**config.mk**
```make
export PLATFORM = sky130hd
export DESIGN_NAME = sram_wipe_ctrl
export DESIGN_NICKNAME = d
export VERILOG_FILES = /design/src/rtl/wipe_pkg.sv /design/src/rtl/wipe_key_seq.sv /design/src/rtl/wipe_ctrl.sv /design/src/rtl/wipe_dp.sv /design/src/rtl/sram_wipe_ctrl.sv
export SDC_FILE = /design/constraint.sdc
export NUM_CORES = 1
export LEC_CHECK = 0
export BUFFER_PORTS_ARGS = -buffer_cell sky130_fd_sc_hd__buf_4
export CAP_MARGIN = 10
export CORE_MARGIN = 1.5
export CORE_UTILIZATION = 32
export DETAILED_ROUTE_END_ITERATION = 8
export HOLD_SLACK_MARGIN = 0.12
export PLACE_DENSITY = 0.84
export SYNTH_ARGS = -nofsm -noshare
export SYNTH_HDL_FRONTEND = slang
export SYNTH_SLANG_ARGS = --single-unit
export TNS_END_PERCENT = 10
```
**constraint.sdc**
```tcl
create_clock -name clk -period 1.4 [get_ports clk]
set_clock_uncertainty 0.15 [all_clocks]
set_input_delay 0.28 -clock clk [delete_from_list [all_inputs] [get_ports clk]]
set_output_delay 0.28 -clock clk [all_outputs]
set_load 0.02 [all_outputs]
```
**src/rtl/wipe_pkg.sv**
```systemverilog
package wipe_pkg;

  typedef enum logic [1:0] {
    KEY_LOCKED = 2'd0,
    KEY_HALF   = 2'd1,
    KEY_OPEN   = 2'd2
  } keyState_t;

  // strobes from control to the address walker
  typedef struct packed {
    logic clrAddr;
    logic incAddr;
  } walkCmd_t;

  localparam logic [7:0] KEY_FIRST  = 8'hCA;
  localparam logic [7:0] KEY_SECOND = 8'h53;

  localparam int CSR_OFFSET = 0;
  localparam int KEY_OFFSET = 4;

  localparam int CSR_START_BIT = 0;
  localparam int CSR_BUSY_BIT  = 1;
  localparam int CSR_PKA_BIT   = 8;

endpackage

```
**src/rtl/wipe_key_seq.sv**
```systemverilog
module wipe_key_seq
  import wipe_pkg::*;
(
  input  logic       clk,
  input  logic       rst_n,
  input  logic       keyWr,
  input  logic [7:0] keyData,
  input  logic       consume,
  output logic       unlocked
);

  keyState_t state;
  keyState_t stateNext;

  always_comb begin
    stateNext = state;
    if (keyWr) begin
      if (keyData == KEY_FIRST) begin
        stateNext = KEY_HALF;
      end else if (state == KEY_HALF && keyData == KEY_SECOND) begin
        stateNext = KEY_OPEN;
      end else begin
        stateNext = KEY_LOCKED;
      end
    end else if (consume) begin
      stateNext = KEY_LOCKED;
    end
  end

  always_ff @(posedge clk or negedge rst_n) begin
    if (!rst_n) begin
      state <= KEY_LOCKED;
    end else begin
      state <= stateNext;
    end
  end

  assign unlocked = (state == KEY_OPEN);

endmodule

```
**src/rtl/wipe_ctrl.sv**
```systemverilog
module wipe_ctrl
  import wipe_pkg::*;
(
  input  logic       clk,
  input  logic       rst_n,
  input  logic       keyWr,
  input  logic [7:0] keyData,
  input  logic       csrWr,
  input  logic       csrStart,
  input  logic       lastAddr,
  output walkCmd_t   cmd,
  output logic       eraseBusy
);

  logic startReq;
  logic unlocked;
  logic launch;

  assign startReq = csrWr & csrStart;

  wipe_key_seq u_keySeq (
    .clk      (clk),
    .rst_n    (rst_n),
    .keyWr    (keyWr),
    .keyData  (keyData),
    .consume  (startReq),
    .unlocked (unlocked)
  );

  assign launch = startReq & unlocked & ~eraseBusy;

  always_ff @(posedge clk or negedge rst_n) begin
    if (!rst_n) begin
      eraseBusy <= 1'b0;
    end else if (launch) begin
      eraseBusy <= 1'b1;
    end else if (eraseBusy && lastAddr) begin
      eraseBusy <= 1'b0;
    end
  end

  always_comb begin
    cmd.clrAddr = launch;
    cmd.incAddr = eraseBusy & ~lastAddr;
  end

endmodule

```
**src/rtl/wipe_dp.sv**
```systemverilog
module wipe_dp
  import wipe_pkg::*;
#(
  parameter int MEM_DEPTH = 64,
  parameter int MEM_AW    = $clog2(MEM_DEPTH),
  parameter int MEM_DW    = 32,
  parameter int REG_AW    = 4
) (
  input  logic              clk,
  input  logic              rst_n,
  input  walkCmd_t          cmd,
  input  logic              eraseBusy,
  input  logic              pkaEraseReq,
  input  logic              regWrEn,
  input  logic [REG_AW-1:0] regAddr,
  output logic              keyWr,
  output logic              csrWr,
  output logic              lastAddr,
  output logic              pkaBusy,
  output logic [31:0]       regRdData,
  output logic              memWrEn,
  output logic [MEM_AW-1:0] memAddr,
  output logic [MEM_DW-1:0] memWrData
);

  localparam logic [MEM_AW-1:0] LAST_ADDR = MEM_AW'(MEM_DEPTH - 1);
  localparam logic [REG_AW-1:0] CSR_ADDR  = REG_AW'(CSR_OFFSET);
  localparam logic [REG_AW-1:0] KEY_ADDR  = REG_AW'(KEY_OFFSET);

  logic [MEM_AW-1:0] addrQ;
  logic              csrSel;

  assign csrSel = (regAddr == CSR_ADDR);
  assign csrWr  = regWrEn & csrSel;
  assign keyWr  = regWrEn & (regAddr == KEY_ADDR);

  always_ff @(posedge clk or negedge rst_n) begin
    if (!rst_n) begin
      addrQ <= '0;
    end else if (cmd.clrAddr) begin
      addrQ <= '0;
    end else if (cmd.incAddr) begin
      addrQ <= addrQ + 1'b1;
    end
  end

  always_ff @(posedge clk or negedge rst_n) begin
    if (!rst_n) begin
      pkaBusy <= 1'b0;
    end else begin
      pkaBusy <= pkaEraseReq;
    end
  end

  assign lastAddr  = (addrQ == LAST_ADDR);
  assign memWrEn   = eraseBusy;
  assign memAddr   = addrQ;
  assign memWrData = '0;

  always_comb begin
    regRdData = '0;
    if (csrSel) begin
      regRdData[CSR_START_BIT] = eraseBusy;
      regRdData[CSR_BUSY_BIT]  = eraseBusy;
      regRdData[CSR_PKA_BIT]   = pkaBusy;
    end
  end

endmodule

```
**src/rtl/sram_wipe_ctrl.sv**
```systemverilog
module sram_wipe_ctrl
  import wipe_pkg::*;
#(
  parameter int MEM_DEPTH = 64,
  parameter int MEM_AW    = $clog2(MEM_DEPTH),
  parameter int MEM_DW    = 32,
  parameter int REG_AW    = 4
) (
  input  logic              clk,
  input  logic              rst_n,
  input  logic              regWrEn,
  input  logic [REG_AW-1:0] regAddr,
  input  logic [31:0]       regWrData,
  output logic [31:0]       regRdData,
  input  logic              pkaEraseReq,
  output logic              memWrEn,
  output logic [MEM_AW-1:0] memAddr,
  output logic [MEM_DW-1:0] memWrData
);

  walkCmd_t cmd;
  logic     keyWr;
  logic     csrWr;
  logic     lastAddr;
  logic     eraseBusy;
  logic     pkaBusy;
  logic     unusedWrBits;

  assign unusedWrBits = ^regWrData[31:8];

  wipe_ctrl u_ctrl (
    .clk       (clk),
    .rst_n     (rst_n),
    .keyWr     (keyWr),
    .keyData   (regWrData[7:0]),
    .csrWr     (csrWr),
    .csrStart  (regWrData[CSR_START_BIT]),
    .lastAddr  (lastAddr),
    .cmd       (cmd),
    .eraseBusy (eraseBusy)
  );

  wipe_dp #(
    .MEM_DEPTH (MEM_DEPTH),
    .MEM_AW    (MEM_AW),
    .MEM_DW    (MEM_DW),
    .REG_AW    (REG_AW)
  ) u_dp (
    .clk         (clk),
    .rst_n       (rst_n),
    .cmd         (cmd),
    .eraseBusy   (eraseBusy),
    .pkaEraseReq (pkaEraseReq),
    .regWrEn     (regWrEn),
    .regAddr     (regAddr),
    .keyWr       (keyWr),
    .csrWr       (csrWr),
    .lastAddr    (lastAddr),
    .pkaBusy     (pkaBusy),
    .regRdData   (regRdData),
    .memWrEn     (memWrEn),
    .memAddr     (memAddr),
    .memWrData   (memWrData)
  );

endmodule

```
==> results.sh, run 1 <==
export IMPL_cts_sinks=10
export IMPL_die_area_sq_um=3630
export IMPL_drt_iter0_markers=18
export IMPL_powerDensity_nw_per_um2=609
export IMPL_fin_ws_ns=-0.0232
export IMPL_drive_above_1_share=0.331
export IMPL_netlist_area_sq_um=1050
export IMPL_cp_arrival_ns=0.99
export IMPL_ys_top_cells_by_area="buf_4, dfrtp_1, a32o_1"
export IMPL_io_buffers=25
export IMPL_core_area_sq_um=3080
export IMPL_io_pins=111
export IMPL_cp_end_kind="primary output"
export IMPL_synthCells=120
export IMPL_grt_start_max_net_pins=11
export IMPL_tritoncts="done"
export IMPL_path_class="input pin to primary output"
export IMPL_r2r_start="u_ctrl.eraseBusy$_DFFE_PN0P_"
export IMPL_synthDistinctLibCells=32
export IMPL_cts_buffer_depth=2
export IMPL_viasPerCell=3.79
export IMPL_drc_errors=0
export IMPL_synthFlopType="dfrtp_1"
export IMPL_synth_top_area_share=0.451
export IMPL_ys_top_cells_by_count="buf_4, dfrtp_1"
export IMPL_critPathLaunchType="input pin"
export IMPL_antenna_cells=0
export IMPL_dr_wl_met3_um=151
export IMPL_period_minus_slack_ns=1.42
export IMPL_htree_num_levels=1
export IMPL_seqPwrFrac=0.377
export IMPL_wire_per_inst_um=9.10
export IMPL_ys_seq_area_frac=0.239
export IMPL_dr_wl_met2_mm=1.01
export IMPL_setup_viol=3
export IMPL_clkPwrFrac=0.347
export IMPL_first_pass_iters=4
export IMPL_grt_first_pass_wirelength_mm=2.69
export IMPL_rsz0062_at_grt="yes"
export IMPL_fillers=307
export IMPL_dpl_hpwl_mm=1.44
export IMPL_die_w_um=60.2
export IMPL_r2r_slack_ns=0.04
export IMPL_track_usage=0.100
export IMPL_final_area_sq_um=1260
export IMPL_p_sw_uw=278
export IMPL_fmax_mhz=703
export IMPL_insertion_delay_ns=0.27
export IMPL_synth_edf_count=0
export IMPL_async_flop_share=1.00
export IMPL_synth_top_cell_by_area="buf_4"
export IMPL_nets=199
export IMPL_internal_power_uw=491
export IMPL_clk_pin_slew_ns=0.07
export IMPL_vdd_drop_max_v=0.000178
export IMPL_place_congestion=0.834
export IMPL_gr_total_overflow=0
export IMPL_status="finished, violations left"
export IMPL_cts_root_buf="clkbuf_4"
export IMPL_maxCapViolCount=0
export IMPL_yosys_register_bits=10
export IMPL_grt_pass1_vias=604
export IMPL_worstRegToRegCells=4
export IMPL_crit_required_ns=0.97
export IMPL_hold_viol=0
export IMPL_routed_wl_mm=1.83
export IMPL_placementRows=20
export IMPL_utilization=0.410
export IMPL_syn2layout_area_growth_pct=20.4
export IMPL_ant_nets=0
export IMPL_die_y_um=60.2
export IMPL_highest_layer="met3"
export IMPL_violations="setup timing"
export IMPL_combPwrFrac=0.276
export IMPL_cts_buffers=3
export IMPL_synth_area_per_cell_sq_um=8.74
export IMPL_timing_rr_end="u_ctrl.eraseBusy$_DFFE_PN0P_"
export IMPL_start_util=0.341
export IMPL_num_vias=762
export IMPL_placed_cell_area_sq_um=1090
export IMPL_wl_met1_um=665
export IMPL_period_share=1.02
export IMPL_antenna_found_initial=0
export IMPL_synth_most_common_cell="buf_4"
export IMPL_maxSlewViolCount=0
export IMPL_min_path_type="input pin to async pin"
export IMPL_cp_max_fo=3
export IMPL_switching_share=0.362
export IMPL_ys_warn_count=0
export IMPL_p_leak_uw=0.000663
-- repair_timing --
| item | 4_1_cts | 5_1_grt |
|---|---|---|
| hold buffers | 2 | 0 |
| endpoints found under the setup margin | 6 | 13 |
| endpoints found under the hold margin | 11 | 0 |
| gates resized for setup | 15 | 7 |
| buffers inserted | 3 | 1 |
| pin swaps | 3 | 3 |
-- kinds of logic (layout without fill, tap and decap cells) --
family / Yosys count / count (layout) / share of synthesized area
simple gates: 27 / 27 / 0.173
other cells: 1 / 61 / 0.00358
compound gates: 15 / 15 / 0.104
buf+inv: 66 / 43 / 0.469
fa+ha+maj: 1 / 1 / 0.0119
flops: 10 / 10 / 0.239
-- critical path, cell delays in order --
cell and delay (ns):
buf_6 0.10, nor4_4 0.30, and2_4 0.20, buf_6 0.11
-- per-stage QoR --
stage	worst slack, ns	hold WS (ns)	total power, uW	cells	setup TNS, ns
after floorplan	-0.00633	-0.166	577	180	-0.00649
after global placement	-0.110	-0.0359	489	191	-0.899
after detailed placement	-0.104	-0.0318	490	191	-0.854
after CTS	-0.0251	0.218	772	200	-0.0690
after global routing	-0.0433	0.238	806	201	-0.151
final	-0.0232	0.237	769	201	-0.0582
-- routing by layer --
layer | GRT usage | up-vias
met1 | 0.106 | 354
li1 | - | 361
met2 | 0.182 | 47
met3 | 0.0260 | 0
met5 | 0 | -
met4 | 0.0476 | 0
-- power groups by stage --
stage / Clock [uW] / Combinational (uW) / Sequential [uW]
floorplan: 0 / 281 / 296
global placement: 0 / 193 / 296
detailed placement: 0 / 194 / 296
CTS: 274 / 207 / 290
global route: 287 / 228 / 290
finish: 267 / 212 / 290
-- state kept, by name, indices dropped and copies added (netlist names) --
register and count:
u_dp.memAddr 6, u_ctrl.u_keySeq.state 2, u_ctrl.eraseBusy 1, u_dp.pkaBusy 1
-- placed cells by master, fill, tap and decap left out, types with 2 or more instances in the layout --
cell type	n
a21oi_1	3
buf_6	13
nand4_1	3
dlygate4sd3_1	2
clkbuf_4	3
nor2b_1	2
a31oi_1	2
inv_1	2
buf_4	21
nand2_1	3
a32o_1	2
dfrtp_2	4
conb_1	61
nor3_1	2
nand2b_1	3
dfrtp_1	6
-- cell type report --
cell class	count	area, sq um	area share
Inverter	2	7.51	0.00595
Tap cell	44	55.1	0.0436
Multi-Input combinational cell	104	569	0.451
Sequential cell	10	255	0.202
Clock buffer	4	36.3	0.0287
Timing Repair Buffer	37	339	0.269
-- worst max path at each step --
stage	startpoint	to	slack, ns	depth (start not counted)
3_5_place_dp	regAddr[1]	regRdData[1]	-0.10	4
5_1_grt	regAddr[1]	regRdData[0]	-0.04	4
4_1_cts	regAddr[2]	regRdData[1]	-0.03	4
2_1_floorplan	u_ctrl.eraseBusy$_DFFE_PN0P_	regRdData[1]	-0.006	3
3_3_place_gp	regAddr[1]	regRdData[1]	-0.11	4
6_report	regAddr[1]	regRdData[0]	-0.02	4
No activity file was read; power rests on OpenSTA's default activity.
==> inputs of run 2 (changes only) <==
--- a/config.mk
+++ b/config.mk
@@ -12,6 +12,7 @@
 export DETAILED_ROUTE_END_ITERATION = 8
 export HOLD_SLACK_MARGIN = 0.12
 export PLACE_DENSITY = 0.84
+export RECOVER_POWER = 25
 export SYNTH_ARGS = -nofsm -noshare
 export SYNTH_HDL_FRONTEND = slang
 export SYNTH_SLANG_ARGS = --single-unit
==> results.sh, run 2 (synthesized netlist as in run 1, its figures left out) <==
export IMPL_hold_viol=0
export IMPL_placed_cell_area_sq_um=1090
export IMPL_worstRegToRegCells=4
export IMPL_die_area_sq_um=3630
export IMPL_drive_above_1_share=0.325
export IMPL_crit_required_ns=0.97
export IMPL_rsz0062_at_grt="yes"
export IMPL_grt_first_pass_wirelength_mm=2.69
export IMPL_viasPerCell=3.80
export IMPL_path_class="input pin to primary output"
export IMPL_multi_input_area_sq_um=569
export IMPL_cts_buffers=3
export IMPL_final_cell_mix="conb_1, buf_4, buf_6, dfrtp_1, dfrtp_2"
export IMPL_place_congestion=0.834
export IMPL_fillers=307
export IMPL_antenna_found_initial=0
export IMPL_io_buffers=25
export IMPL_ant_nets=0
export IMPL_placementRows=20
export IMPL_min_path_type="input pin to register"
export IMPL_final_area_sq_um=1260
export IMPL_syn2layout_area_growth_pct=20.0
export IMPL_maxCapViolCount=0
export IMPL_routed_wl_mm=1.83
export IMPL_gr_total_overflow=0
export IMPL_grt_pass1_vias=604
export IMPL_htree_num_levels=1
export IMPL_violations="setup timing"
export IMPL_cp_end_kind="primary output"
export IMPL_layout_commonest_cell="conb_1"
export IMPL_die_w_um=60.2
export IMPL_drt_iter0_markers=18
export IMPL_fmax_mhz=703
export IMPL_insertion_delay_ns=0.27
export IMPL_tightest_slew_ns=0.562
export IMPL_start_util=0.341
export IMPL_maxSlewViolCount=0
export IMPL_cts_sinks=10
export IMPL_nets=199
export IMPL_regArea_sq_um=255
export IMPL_drc_errors=0
export IMPL_cp_max_fo=3
export IMPL_cts_root_buf="clkbuf_4"
export IMPL_status="finished, violations left"
export IMPL_cts_buffer_depth=2
export IMPL_critPathLaunchType="input pin"
export IMPL_first_pass_iters=4
export IMPL_slew_headroom=0.625
export IMPL_p_leak_uw=0.000659
export IMPL_largest_reg_flops=6
export IMPL_period_share=1.02
export IMPL_die_y_um=60.2
export IMPL_wire_per_inst_um=9.08
export IMPL_vdd_drop_max_v=0.000178
export IMPL_grt_start_max_net_pins=11
export IMPL_track_usage=0.100
export IMPL_period_minus_slack_ns=1.42
export IMPL_antenna_cells=0
export IMPL_clk_pin_slew_ns=0.07
export IMPL_fin_ws_ns=-0.0232
export IMPL_utilization=0.409
export IMPL_hold_depth=3
export IMPL_io_pins=111
export IMPL_setup_viol=3
export IMPL_cp_arrival_ns=0.99
export IMPL_dpl_hpwl_mm=1.44
export IMPL_num_vias=763
export IMPL_powerDensity_nw_per_um2=610
export IMPL_core_area_sq_um=3080
export IMPL_tritoncts="done"
## run 2: worst paths after layout
check | end | from | slack, ns
setup / recovery | regRdData[0] | regAddr[1] | -0.02
min in group asynchronous | u_dp.memAddr[1]$_DFFE_PN0P_ | rst_n | 0.37
max in group asynchronous | u_dp.memAddr[2]$_DFFE_PN0P_ | rst_n | 0.33
hold / removal | u_ctrl.u_keySeq.state[1]$_DFFE_PN0P_ | regWrData[2] | 0.24
setup reg to reg | u_ctrl.eraseBusy$_DFFE_PN0P_ | u_ctrl.eraseBusy$_DFFE_PN0P_ | 0.04
hold reg to reg | u_ctrl.u_keySeq.state[1]$_DFFE_PN0P_ | u_ctrl.u_keySeq.state[1]$_DFFE_PN0P_ | 0.37
## run 2: per-stage QoR
step	setup slack (ns)	total power (uW)	setup TNS, ns	std cells	hold WS (ns)
finish	-0.0232	768	-0.0582	201	0.237
global route	-0.0433	804	-0.151	201	0.238
CTS	-0.0251	772	-0.0690	200	0.218
detailed placement	-0.104	490	-0.854	191	-0.0318
global placement	-0.110	489	-0.899	191	-0.0359
floorplan	-0.00633	577	-0.00649	180	-0.166
## run 2: cell type report
type                       count  share of cell area
clock buffer                   4              0.0288
inverter                       2             0.00596
multi-input combinational    104               0.452
sequential                    10               0.203
tap                           44              0.0437
timing repair buffer          37               0.266
## run 2: timing repair
| action | in CTS | in global routing |
|---|---|---|
| hold buffers | 2 | 0 |
| pin swaps | 3 | 3 |
| setup buffers | 3 | 1 |
| gates resized for setup | 15 | 7 |
| hold endpoints to repair | 11 | 0 |
| setup endpoints to repair | 6 | 13 |
## run 2: critical path, cell delays in order
cell    delay, ns
buf_6        0.10
nor4_4       0.30
and2_4       0.20
buf_6        0.11
## run 2: report_power, final
group	switching (uW)	internal (uW)	total (uW)
registers	0.301	290	290
clock network	109	158	267
logic	169	41.7	211
## run 2: routing by layer
metal  part of all wire  global-route usage  vias to the layer above
met5                  0                   0                        -
met4                  0              0.0476                        0
met3              0.083              0.0260                        0
met2               0.55               0.182                       47
met1               0.36               0.106                      355
li1                   -                   -                      361
